===== config.mk =====
export PLATFORM = sky130hd
export DESIGN_NAME = spd_gov
export DESIGN_NICKNAME = d
export VERILOG_FILES = /design/src/rtl/spd_gov_pkg.sv /design/src/rtl/spd_sample_timer.sv /design/src/rtl/spd_decide.sv /design/src/rtl/spd_settle.sv /design/src/rtl/spd_gov.sv
export SDC_FILE = /design/constraint.sdc
export NUM_CORES = 1
export LEC_CHECK = 0
export ABC_AREA = 1
export BUFFER_PORTS_ARGS = -buffer_cell sky130_fd_sc_hd__clkbuf_2
export CAP_MARGIN = 10
export CORE_ASPECT_RATIO = 0.75
export CORE_MARGIN = 2
export CORE_UTILIZATION = 50
export CTS_BUF_LIST = sky130_fd_sc_hd__clkbuf_4 sky130_fd_sc_hd__clkbuf_8 sky130_fd_sc_hd__clkbuf_16
export DETAILED_ROUTE_END_ITERATION = 10
export PLACE_DENSITY = 0.73
export SYNTH_ARGS = -nofsm -noshare
export SYNTH_HDL_FRONTEND = slang
export SYNTH_HIERARCHICAL = 1
export SYNTH_SLANG_ARGS = --single-unit

===== constraint.sdc =====
create_clock -name clk -period 6.4 [get_ports clk]
set_clock_uncertainty 0.2 [all_clocks]
set_input_delay 0.96 -clock clk [delete_from_list [all_inputs] [get_ports clk]]
set_output_delay 0.96 -clock clk [all_outputs]
set_load 0.005 [all_outputs]

===== src/rtl/spd_gov_pkg.sv =====
package spd_gov_pkg;

    localparam int OCC_W  = 6;
    localparam int CNT_W  = 16;
    localparam int FREQ_W = 4;

    // frequency levels in 125 MHz steps
    localparam logic [FREQ_W-1:0] FREQ_FAST = 4'd8;
    localparam logic [FREQ_W-1:0] FREQ_SLOW = 4'd6;

    typedef enum logic {
        SPD_HIGH = 1'b0,
        SPD_LOW  = 1'b1
    } spd_mode_e;

    typedef struct packed {
        logic [OCC_W-1:0] lo_thr;
        logic [OCC_W-1:0] hi_thr;
        logic [CNT_W-1:0] ivl;
        logic [CNT_W-1:0] settle;
    } spd_cfg_t;

    function automatic logic [FREQ_W-1:0] freq_of(spd_mode_e m);
        return (m == SPD_HIGH) ? FREQ_FAST : FREQ_SLOW;
    endfunction

endpackage


===== src/rtl/spd_sample_timer.sv =====
module spd_sample_timer
    import spd_gov_pkg::*;
#(
    parameter int W = CNT_W
) (
    input  logic         clk,
    input  logic         rst,
    input  logic [W-1:0] ivl,
    output logic         tick
);
    logic [W-1:0] cnt_q;
    logic [W-1:0] last;

    // an interval of zero behaves as one
    assign last = (ivl == '0) ? '0 : ivl - 1'b1;
    assign tick = (cnt_q >= last);

    always_ff @(posedge clk) begin
        if (rst)       cnt_q <= '0;
        else if (tick) cnt_q <= '0;
        else           cnt_q <= cnt_q + 1'b1;
    end

    assert_tick_spacing_R6: assert property (@(posedge clk) disable iff (rst)
        (tick && last != '0) |=> !tick);

endmodule


===== src/rtl/spd_decide.sv =====
module spd_decide
    import spd_gov_pkg::*;
#(
    parameter int W = OCC_W
) (
    input  logic [W-1:0] occ,
    input  logic [W-1:0] lo_thr,
    input  logic [W-1:0] hi_thr,
    input  logic         stall,
    input  spd_mode_e    cur,
    output spd_mode_e    want
);
    always_comb begin
        if (occ >= hi_thr)                want = SPD_HIGH;
        else if (occ <= lo_thr && !stall) want = SPD_LOW;
        else                              want = cur;
    end
endmodule


===== src/rtl/spd_settle.sv =====
module spd_settle
    import spd_gov_pkg::*;
#(
    parameter int W = CNT_W
) (
    input  logic         clk,
    input  logic         rst,
    input  logic         load,
    input  logic [W-1:0] len,
    output logic         busy
);
    logic [W-1:0] cnt_q;

    always_ff @(posedge clk) begin
        if (rst)                cnt_q <= '0;
        else if (load)          cnt_q <= len;
        else if (cnt_q != '0)   cnt_q <= cnt_q - 1'b1;
    end

    assign busy = (cnt_q != '0);

    assert_settle_start_R8: assert property (@(posedge clk) disable iff (rst)
        (load && len != '0) |=> busy);

endmodule


===== src/rtl/spd_gov.sv =====
module spd_gov
    import spd_gov_pkg::*;
(
    input  logic              clk,
    input  logic              rst,
    input  logic [OCC_W-1:0]  occ,
    input  logic              xdom_stall,
    input  logic [OCC_W-1:0]  cfg_lo_thr,
    input  logic [OCC_W-1:0]  cfg_hi_thr,
    input  logic [CNT_W-1:0]  cfg_ivl,
    input  logic [CNT_W-1:0]  cfg_settle,
    output logic              mode_lo,
    output logic [FREQ_W-1:0] freq_code,
    output logic              chg_req,
    output logic              settling
);
    spd_cfg_t  cfg_q;
    spd_mode_e mode_q;
    spd_mode_e want;
    logic      tick;
    logic      busy;
    logic      apply;
    logic      chg_q;

    // configuration is captured only while reset is held
    always_ff @(posedge clk) begin
        if (rst) begin
            cfg_q.lo_thr <= cfg_lo_thr;
            cfg_q.hi_thr <= cfg_hi_thr;
            cfg_q.ivl    <= cfg_ivl;
            cfg_q.settle <= cfg_settle;
        end
    end

    spd_sample_timer #(.W(CNT_W)) u_tmr (
        .clk (clk),
        .rst (rst),
        .ivl (cfg_q.ivl),
        .tick(tick)
    );

    spd_decide #(.W(OCC_W)) u_dec (
        .occ   (occ),
        .lo_thr(cfg_q.lo_thr),
        .hi_thr(cfg_q.hi_thr),
        .stall (xdom_stall),
        .cur   (mode_q),
        .want  (want)
    );

    assign apply = tick && !busy && (want != mode_q);

    spd_settle #(.W(CNT_W)) u_stl (
        .clk (clk),
        .rst (rst),
        .load(apply),
        .len (cfg_q.settle),
        .busy(busy)
    );

    always_ff @(posedge clk) begin
        if (rst) begin
            mode_q <= SPD_HIGH;
            chg_q  <= 1'b0;
        end else begin
            chg_q <= apply;
            if (apply) mode_q <= want;
        end
    end

    assign mode_lo   = (mode_q == SPD_LOW);
    assign freq_code = freq_of(mode_q);
    assign chg_req   = chg_q;
    assign settling  = busy;

    assert_pulse_single_R7: assert property (@(posedge clk) disable iff (rst)
        chg_req |=> !chg_req);

    assert_change_flagged_R7: assert property (@(posedge clk) disable iff (rst)
        (tick && !busy && want != mode_q) |=> chg_req);

    assert_hold_while_settling_R8: assert property (@(posedge clk) disable iff (rst)
        settling |=> $stable(mode_lo));

    assert_stall_veto_R5: assert property (@(posedge clk) disable iff (rst)
        (xdom_stall && occ < cfg_q.hi_thr) |=> $stable(mode_lo));

    assert_offtick_quiet_R6: assert property (@(posedge clk) disable iff (rst)
        !tick |=> $stable(mode_lo));

endmodule


==> results of run 1 <==
-- routing by layer --
metal	GRT usage	share of wire	routed length, um	vias up
met5	0	0	0	-
met2	0.3155	0.44	3989	98
met1	0.2588	0.49	4352	1581
met4	0.04600	0.0068	61	0
li1	-	-	-	1891
met3	0.06611	0.063	568	6
-- logic make-up (layout without fill, tap and decap cells) --
logic type               after synthesis  in the layout  share of synthesized area
flip-flops                            78             78                     0.4334
buffers and inverters                 95            163                    0.08207
XOR/XNOR                              22             22                    0.04171
AND/OR/NAND/NOR                      293            293                     0.3172
other                                  1              1                  0.0008118
AO/OA/AOI/OAI                         34             34                    0.03819
adder cells (fa/ha/maj)               32             32                    0.08667
-- power by group through the flow --
stage	Clock, uW	Combinational (uW)	Sequential, uW
after floorplan	0	358	630
after global placement	0	443	643
final	534	452	634
after detailed placement	0	448	642
after CTS	549	452	633
after global routing	568	521	639
-- sequential cells by signal, indices dropped and copies added (netlist names) --
| name | flops |
|---|---|
| u_tmr/cnt_q | 16 |
| chg_req | 1 |
| mode_lo | 1 |
| u_stl/cnt_q | 16 |
| cfg_q | 44 |
-- cell type report --
| cell class | count | area [um^2] |
|---|---|---|
| Sequential cell | 78 | 2002 |
| Tap cell | 112 | 140.1 |
| Clock inverter | 5 | 53.80 |
| Clock buffer | 11 | 264.0 |
| Fill cell | 805 | 3680 |
| Timing Repair Buffer | 59 | 297.8 |
| Inverter | 88 | 332.8 |
| Multi-Input combinational cell | 382 | 2238 |
-- path summary, 6_finish.rpt --
| check | start | endpoint | slack, ps |
|---|---|---|---|
| worst max-delay path | cfg_q[16] | u_stl/cnt_q[4] | 2500 |
| worst min-delay path | u_tmr/cnt_q[0] | u_tmr/cnt_q[0] | 290 |
| worst max register to register | cfg_q[16] | u_stl/cnt_q[4] | 2500 |
| worst min register to register | u_tmr/cnt_q[0] | u_tmr/cnt_q[0] | 290 |
-- per-stage QoR --
| step | total power (uW) | cells | cell area (um^2) | util |
|---|---|---|---|---|
| CTS | 1634 | 735 | 5329 | 0.5915 |
| global route | 1729 | 735 | 5329 | 0.5915 |
| finish | 1620 | 735 | 5329 | 0.5915 |
| floorplan | 988.1 | 555 | 4619 | - |
| global placement | 1086 | 719 | 5011 | 0.5563 |
| detailed placement | 1090 | 719 | 5011 | 0.5563 |
-- synth_stat cells, types with 4 or more instances --
cell and n:
sky130_fd_sc_hd__edfxtp_1 44, sky130_fd_sc_hd__ha_1 32, sky130_fd_sc_hd__nand4_1 6, sky130_fd_sc_hd__o21ai_1 4, sky130_fd_sc_hd__dfxtp_1 34, sky130_fd_sc_hd__nand3_2 5, sky130_fd_sc_hd__nand2_2 9, sky130_fd_sc_hd__nand3_1 28
sky130_fd_sc_hd__nor3_1 4, sky130_fd_sc_hd__inv_2 7, sky130_fd_sc_hd__nor2_4 8, sky130_fd_sc_hd__xnor2_1 4, sky130_fd_sc_hd__inv_1 80, sky130_fd_sc_hd__xor2_1 18, sky130_fd_sc_hd__nand2_1 134, sky130_fd_sc_hd__a21oi_1 21
sky130_fd_sc_hd__nor2_2 26, sky130_fd_sc_hd__nor2_1 57, sky130_fd_sc_hd__o21ai_0 7
-- worst max-delay path, delay by kind of cell, from the launching register on --
family	cells	cell delay [ps]
compound gates	1	150
fa+ha+maj	2	510
buf+inv	7	1160
flops	1	420
simple gates	13	1360
==> impl.org, run 1 <==
** GRT
- Entering global routing, the biggest net connects 59 pins.
- Global routing finished with a remaining overflow of 0.
- Antenna violations before repair :: 0
- Total track usage :: 0.1965
- Global-route wire length before repair :: between 15,000 and 20,000 um
- Number of global-route vias before repair :: 3,453

** Worst setup path
- Start-to-end type of the worst setup path :: flop to flop
- At the worst endpoint, the required time is about 6500 ps.
- Worst endpoint data arrival time :: 3950 ps
- Cells on worst reg2reg path :: 23
- STA classifies the critical path startpoint as a flop.
- Worst stage delay on the critical path :: roughly 440 ps
- The cell that appears most often on the critical path is sky130_fd_sc_hd__inv_1.
- Critical Path, Cell by Cell :: inv_1 > ha_1 > inv_1 > nor2_4 > nand3_2 > inv_1 > or2_1 > nand3_1 > ha_1 > nand2_1 > inv_1 > nand3_1 > nor2_1 > nand2_2 > nand2_1 > inv_1 > nor2_1 > nand3_2 > inv_1 > inv_1 > nand4_1 > nand2_1 > a21oi_1
- Among all stages on the critical path, the largest delay is contributed by sky130_fd_sc_hd__inv_1.
- Kind of capture point of the worst setup path :: flop
- Peak fanout along the critical path :: 18

** Synthesis
- Netlist area before placement :: 4619 um^2
- Proportion of register bits with asynchronous set or reset after synthesis :: 0
- For this run, the register share of the synthesized area comes to 0.4334.
- Flop and latch count out of synthesis :: roughly 80
- Most frequently used flop master after synthesis :: sky130_fd_sc_hd__edfxtp_1
- Synthesized netlist net count :: 640
- A synthesized cell averages between 8 and 9 um^2.
- In this run, distinct cell masters in the synthesized netlist total 37.
- Gate count after technology mapping :: 555
- Yosys mapped a number of flops with a built-in enable equal to 44.
- sky130_fd_sc_hd__edfxtp_1 takes more of the synthesized area than any other cell.
- For this run, the number of Yosys warnings is 6.
- Ranked by total cell area, the synthesized netlist is headed by sky130_fd_sc_hd__edfxtp_1 (29%), sky130_fd_sc_hd__dfxtp_1 (15%), sky130_fd_sc_hd__nand2_1 (11%).
- Top-area cell type share of the netlist area :: 0.2860

** Detailed routing
- After the first detailed-routing iteration, the DRC count stood at ~160.
- Remaining antenna violation count :: 0
- Final routed DRC violation total :: 0
- Vias post-DR :: 3,576
- The pre-antenna-repair detailed-routing pass consisted of 5 iterations.
- Routed wire length :: 8971 um
- Average routed wire per standard cell :: around 12 um
- Using the TritonRoute via totals, the vias-per-cell ratio works out to around 4.9.

** Floorplan
- During I/O placement, the number of pins put on the boundary was 60.
- Measured along the y axis, the die boundary spans between 80 and 90 um.
- Initial core utilization :: 0.5128
- The die is 115.0 um wide.
- The floorplan step defined a die boundary enclosing ~10,000 um^2.
- The core region is 9009 um^2.
- Row generation in the floorplan step produced 30 rows.

** Clock network
- After clock tree synthesis, the clock-pin slew on the worst setup and hold paths is roughly 60 ps.
- In this run the clock root is driven by a sky130_fd_sc_hd__clkbuf_16.
- Post-CTS Setup Repair Bufs :: 0
- TritonCTS built the clock tree.
- Sinks on Clock Net :: slightly below 80
- Total of cells resized after clock tree synthesis :: 0
- After clock tree synthesis, the flow added hold-fix buffers numbering 0.
- H-tree Lvls :: 3
- Clock latency on the worst-skew pair, taken at its later pin, is approximately 330 ps.
- Number of clock buffers inserted by TritonCTS :: 9
- Number of buffers on the longest clock path :: 2

** Finish
- Most common cell after layout, fill and taps aside :: sky130_fd_sc_hd__nand2_1
- Area overhead of the layout relative to synthesis :: 15.36%
- The library cells used most frequently in the layout, excluding fill and tap cells, are sky130_fd_sc_hd__nand2_1 (134), sky130_fd_sc_hd__inv_1 (80), sky130_fd_sc_hd__clkbuf_2 (58), sky130_fd_sc_hd__nor2_1 (57), sky130_fd_sc_hd__edfxtp_1 (44).
- Share of layout cells above drive strength 1 :: 0.2311
- Final nets :: approximately 700
- The number of antenna diodes in the final layout is 0.

** STA
- Setup tns final :: 0 ps
- The total count of max-transition violations in the final report came to 0.
- Rel. slew slack :: 0.5454
- Smallest setup slack after layout :: 2501 ps
- On the final layout, the worst hold slack is about 290 ps.
- Setup repair after global routing missed its margin :: false
- Min cycle time layout :: approximately 4000 ps
- Worst-Margin Slew :: roughly 700 ps
- Number of endpoints failing setup at the final stage :: 0
- Maximum clock frequency :: approximately 260 MHz
- Period utilization :: 0.6092
- The number of failing hold endpoints at the final stage is 0.

** Power
- In this run the static leakage power is about 0.0025 uW.
- The share of total power dissipated in sequential elements is 0.391.
- The internal portion of the total power is 1090 uW.
- VDD sags by at most 0.1581 mV.
- Logic gate share of total power :: 0.279
- Switching fraction of total power :: 0.3272
- Dividing total power by cell area gives a power density of 304.1 nW/um^2.
- In this run the power spent charging and discharging nets is around 530 uW.
- Clock share of power :: 0.330

** Placement
- Summed over all nets, the half-perimeter wirelength after detailed placement is roughly 6700 um.
- Buffers placed on the I/O ports in this run total 58.
- At the placement stage, the worst setup path has a slack of 2549 ps.
- Routability Congestion :: ~0.89

** Min path
- Path category of the worst min-delay check :: flop to flop
- Worst Hold Path Cells :: 1

** Flow run
- Total of max-cap violations :: 0

** Outcome
- Result of the run :: complete, no violations
No activity file was read; power rests on OpenSTA's default activity.
==> run 2, diff against run 1 <==
Settings changed: PLACE_DENSITY 0.73 to 0.75.
Clock period 6.4 ns to 3.3 ns, I/O delays scaled along.
==> run 2 against run 1 <==
Compared with the run above:
- utilization rose by 3.3 points
- critical path type unchanged
- wire length rose by 6.5%
- die area did not move
==> impl.org, run 2 (synthesis gave the netlist of run 1 again) <==
** Outcome
- The flow ran to the end, and the final reports show no timing, DRC or antenna violations.

** Placement
- Routability-driven placement finished with a final weighted congestion of around 0.92.
- Once placement completed, the tool counted placed cells totaling 727.
- Detailed placement finished with a half-perimeter wire length of 7299 um.
- During placement, the flow inserted port buffers numbering 58.
- Before CTS, the worst setup slack after placement is 14.32 ps.

** GRT
- Entering global routing, the biggest net connects 39 pins.
- The initial antenna violation count came to 0.
- For this run, the total global-route usage over all layers was measured as 0.1979.
- For this run the aggregate overflow at the end of global routing stands at 0.
- Number of global-route vias before repair :: roughly 3,500
- Global-route wire length before repair :: approximately 16,000 um

** STA
- Period utilization :: 0.9728
- Smallest setup slack after layout :: about 90 ps
- For the pin with the worst max-slew slack, the measured transition is 602.7 ps.
- For the finished layout, the period the worst path requires is approximately 3200 ps.
- Rel. slew slack :: 0.5982
- Worst Hold Margin :: between 100 and 150 ps
- Setup violations remaining at the end of the flow were counted as 0.
- Final Hold Violating Endpoints :: 0
- Timing would allow up to 311.5 MHz.
- Setup repair after global routing missed its margin :: true
- Max Slew Vio Count :: 0

** Clock network
- Clk root buf :: sky130_fd_sc_hd__clkbuf_16
- Sinks on Clock Net :: 78
- Clock-pin slew was measured on the worst setup and hold paths at 60 ps.
- Clock latency on the worst-skew pair, taken at its later pin, is ~330 ps.
- The longest clock path from root to sink contains 2 buffers.
- The H-tree was split into 3 levels.
- Clock tree from TritonCTS :: done
- Total of hold buffers inserted after clock tree synthesis :: 0
- Counting the buffers created by CTS gives 9.

** Worst setup path
- The largest individual stage delay along the critical path comes from the cell sky130_fd_sc_hd__edfxtp_1.
- Data on the critical path arrives at its endpoint at 3280 ps.
- STA classifies the critical path startpoint as a flop.
- On the worst path, the slowest cell contributes a delay of about 500 ps.
- The cell that appears most often on the critical path is sky130_fd_sc_hd__nand2_2.
- Flop2flop setup slack :: 90 ps
- STA classifies the critical path endpoint as a flop.
- In this run the critical register-to-register path is captured at u_stl/cnt_q[2].
- In this run the worst setup path terminates at u_stl/cnt_q[2].
- Crit path buf inv count :: 5
- Data required time of the worst path :: 3370 ps
- Critical path startpoint :: cfg_q[18]
- Crit path depth :: 23
- Cells on worst reg2reg path :: 23
- Peak fanout along the critical path :: 7
- Top delay family on crit path :: simple AND/OR/NAND/NOR gates
- The worst setup path is of the flop to flop kind.
- Walking the worst path, the cells encountered are nor2_4 > nand2_2 > nor2_4 > nand2_2 > buf_4 > inv_1 > or2_1 > nand3_2 > ha_4 > nand2_1 > nand2_1 > nand2_2 > a21oi_2 > nor2_2 > nand2_2 > inv_2 > nor2_2 > nand3_2 > inv_2 > inv_4 > nand4_1 > nand2_2 > a21oi_2.
- Launch point of the worst reg-to-reg path :: cfg_q[18]

** Floorplan
- I/O pin count :: 60
- The die covers roughly 10,000 um^2.
- Width of the die :: around 110 um
- After floorplanning, the core was sized to cover about 9000 um^2.
- Die H :: ~87 um
- Initial core utilization :: 0.5128
- The initialized floorplan defines 30 standard-cell rows.

** Power
- Of the total power, combinational logic draws 0.302.
- The analysis attributes to cell leakage a power of 0.002602 uW.
- Pwr Density :: ~560 nW/um^2
- Net load switching power :: 1051 uW
- Sequential share of power :: 0.387
- Power Internal :: approximately 2100 uW
- Of the total power, the share spent switching nets is 0.3322.
- Across the VDD grid, the largest voltage drop is ~0.45 mV.
- The share of total power dissipated in the clock network is 0.311.

** Detailed routing
- In the routed design, unresolved DRC markers number 0.
- After detailed routing, the total wire length is about 9600 um.
- For this block, the initial DRC count from the detailed router was about 160.
- Number of vias per cell :: roughly 4.9
- The first detailed-routing pass took 4 iterations.
- Remaining antenna violation count :: 0
- Vias post-DR :: approximately 3,700
- After detailed routing, the average wire length per cell comes to between 10 and 15 um.

** Min path
- Counting instances, the worst hold path has a depth of 1.
- The path class of the tightest hold or removal check is input port to flop.

** Finish
- Leaving out fill and tap cells, the most frequent cell in the layout is sky130_fd_sc_hd__nand2_1.
- More flip-flops sit in one register than any other, and that register is cfg_q.
- Top Registers :: cfg_q x44, u_stl/cnt_q x16, u_tmr/cnt_q x16
- Final nets :: 722
- Share of layout cells above drive strength 1 :: 0.3053
- Leaving out filler cells and counting taps, the final layout contains around 750.
- Area overhead of the layout relative to synthesis :: 21.83%
- At the end of the flow the core is filled with cells to 0.6247.
- The register with the most flip-flops in the layout has between 40 and 50 of them.
- Fill cells in the final layout number 807.
- Antenna fix cells :: 0
- Commonest cells after routing, fill and taps aside :: sky130_fd_sc_hd__nand2_1 (128), sky130_fd_sc_hd__inv_1 (75), sky130_fd_sc_hd__clkbuf_2 (58), sky130_fd_sc_hd__nor2_1 (51), sky130_fd_sc_hd__edfxtp_1 (44)

** Flow run
- The tool flagged a number of max-cap violations equal to 0.
==> run 2: what timing repair did <==
item	4_1_cts	5_1_grt
endpoints found under the setup margin	4	16
gates resized for setup	1	43
setup buffers	0	11
pin swaps	0	26
==> run 2: worst register-to-register path, cell delays in order (launching register included) <==
cell,delay (ps)
sky130_fd_sc_hd__edfxtp_1,500
sky130_fd_sc_hd__nor2_4,180
sky130_fd_sc_hd__nand2_2,80
sky130_fd_sc_hd__nor2_4,130
sky130_fd_sc_hd__nand2_2,80
sky130_fd_sc_hd__buf_4,130
sky130_fd_sc_hd__inv_1,50
sky130_fd_sc_hd__or2_1,100
sky130_fd_sc_hd__nand3_2,90
sky130_fd_sc_hd__ha_4,300
sky130_fd_sc_hd__nand2_1,50
sky130_fd_sc_hd__nand2_1,80
sky130_fd_sc_hd__nand2_2,70
sky130_fd_sc_hd__a21oi_2,150
sky130_fd_sc_hd__nor2_2,70
sky130_fd_sc_hd__nand2_2,70
sky130_fd_sc_hd__inv_2,40
sky130_fd_sc_hd__nor2_2,100
sky130_fd_sc_hd__nand3_2,100
sky130_fd_sc_hd__inv_2,110
sky130_fd_sc_hd__inv_4,60
sky130_fd_sc_hd__nand4_1,180
sky130_fd_sc_hd__nand2_2,120
sky130_fd_sc_hd__a21oi_2,110
==> run 2: worst min path at each step <==
stage,startpoint,end,slack (ps)
3_3_place_gp,u_tmr/cnt_q[0],u_tmr/cnt_q[0],270
4_1_cts,cfg_ivl[4],cfg_q[20],120
5_1_grt,cfg_ivl[2],cfg_q[18],120
6_report,cfg_ivl[4],cfg_q[20],130
3_5_place_dp,u_tmr/cnt_q[0],u_tmr/cnt_q[0],290
2_1_floorplan,u_tmr/cnt_q[0],u_tmr/cnt_q[0],250
==> run 2: per-layer routing <==
metal / track usage / wire (um) / vias to the layer above
met5: 0 / 0 / -
met4: 0.05805 / 119 / 0
met1: 0.2677 / 4512 / 1660
li1: - / - / 1934
met2: 0.3144 / 4359 / 90
met3: 0.05150 / 567 / 11
==> run 2: cell type report <==
class | count | area [um^2] | share of cell area
multi-input combinational | 382 | 2386 | 0.4240
sequential | 78 | 2002 | 0.3557
timing repair buffer | 78 | 456.7 | 0.08115
inverter | 88 | 337.8 | 0.06003
clock buffer | 13 | 291.5 | 0.05180
tap | 112 | 140.1 | 0.02490
clock inverter | 3 | 13.76 | 0.002446
==> run 2: power groups by stage <==
stage / Combinational, uW / Clock [uW] / Sequential [uW]
2_1_floorplan: 694 / 0 / 1220
3_3_place_gp: 861 / 0 / 1240
3_5_place_dp: 888 / 0 / 1240
4_1_cts: 898 / 1010 / 1220
5_1_grt: 1090 / 1040 / 1240
6_report: 955 / 982 / 1230
==> run 2: metrics by stage <==
| stage | total power [uW] | cell area [um^2] | setup TNS, ps |
|---|---|---|---|
| 2_1_floorplan | 1916 | 4619 | 0 |
| 3_3_place_gp | 2101 | 5084 | 0 |
| 3_5_place_dp | 2131 | 5084 | 0 |
| 4_1_cts | 3129 | 5389 | 0 |
| 5_1_grt | 3363 | 5628 | -1493 |
| 6_report | 3162 | 5628 | 0 |
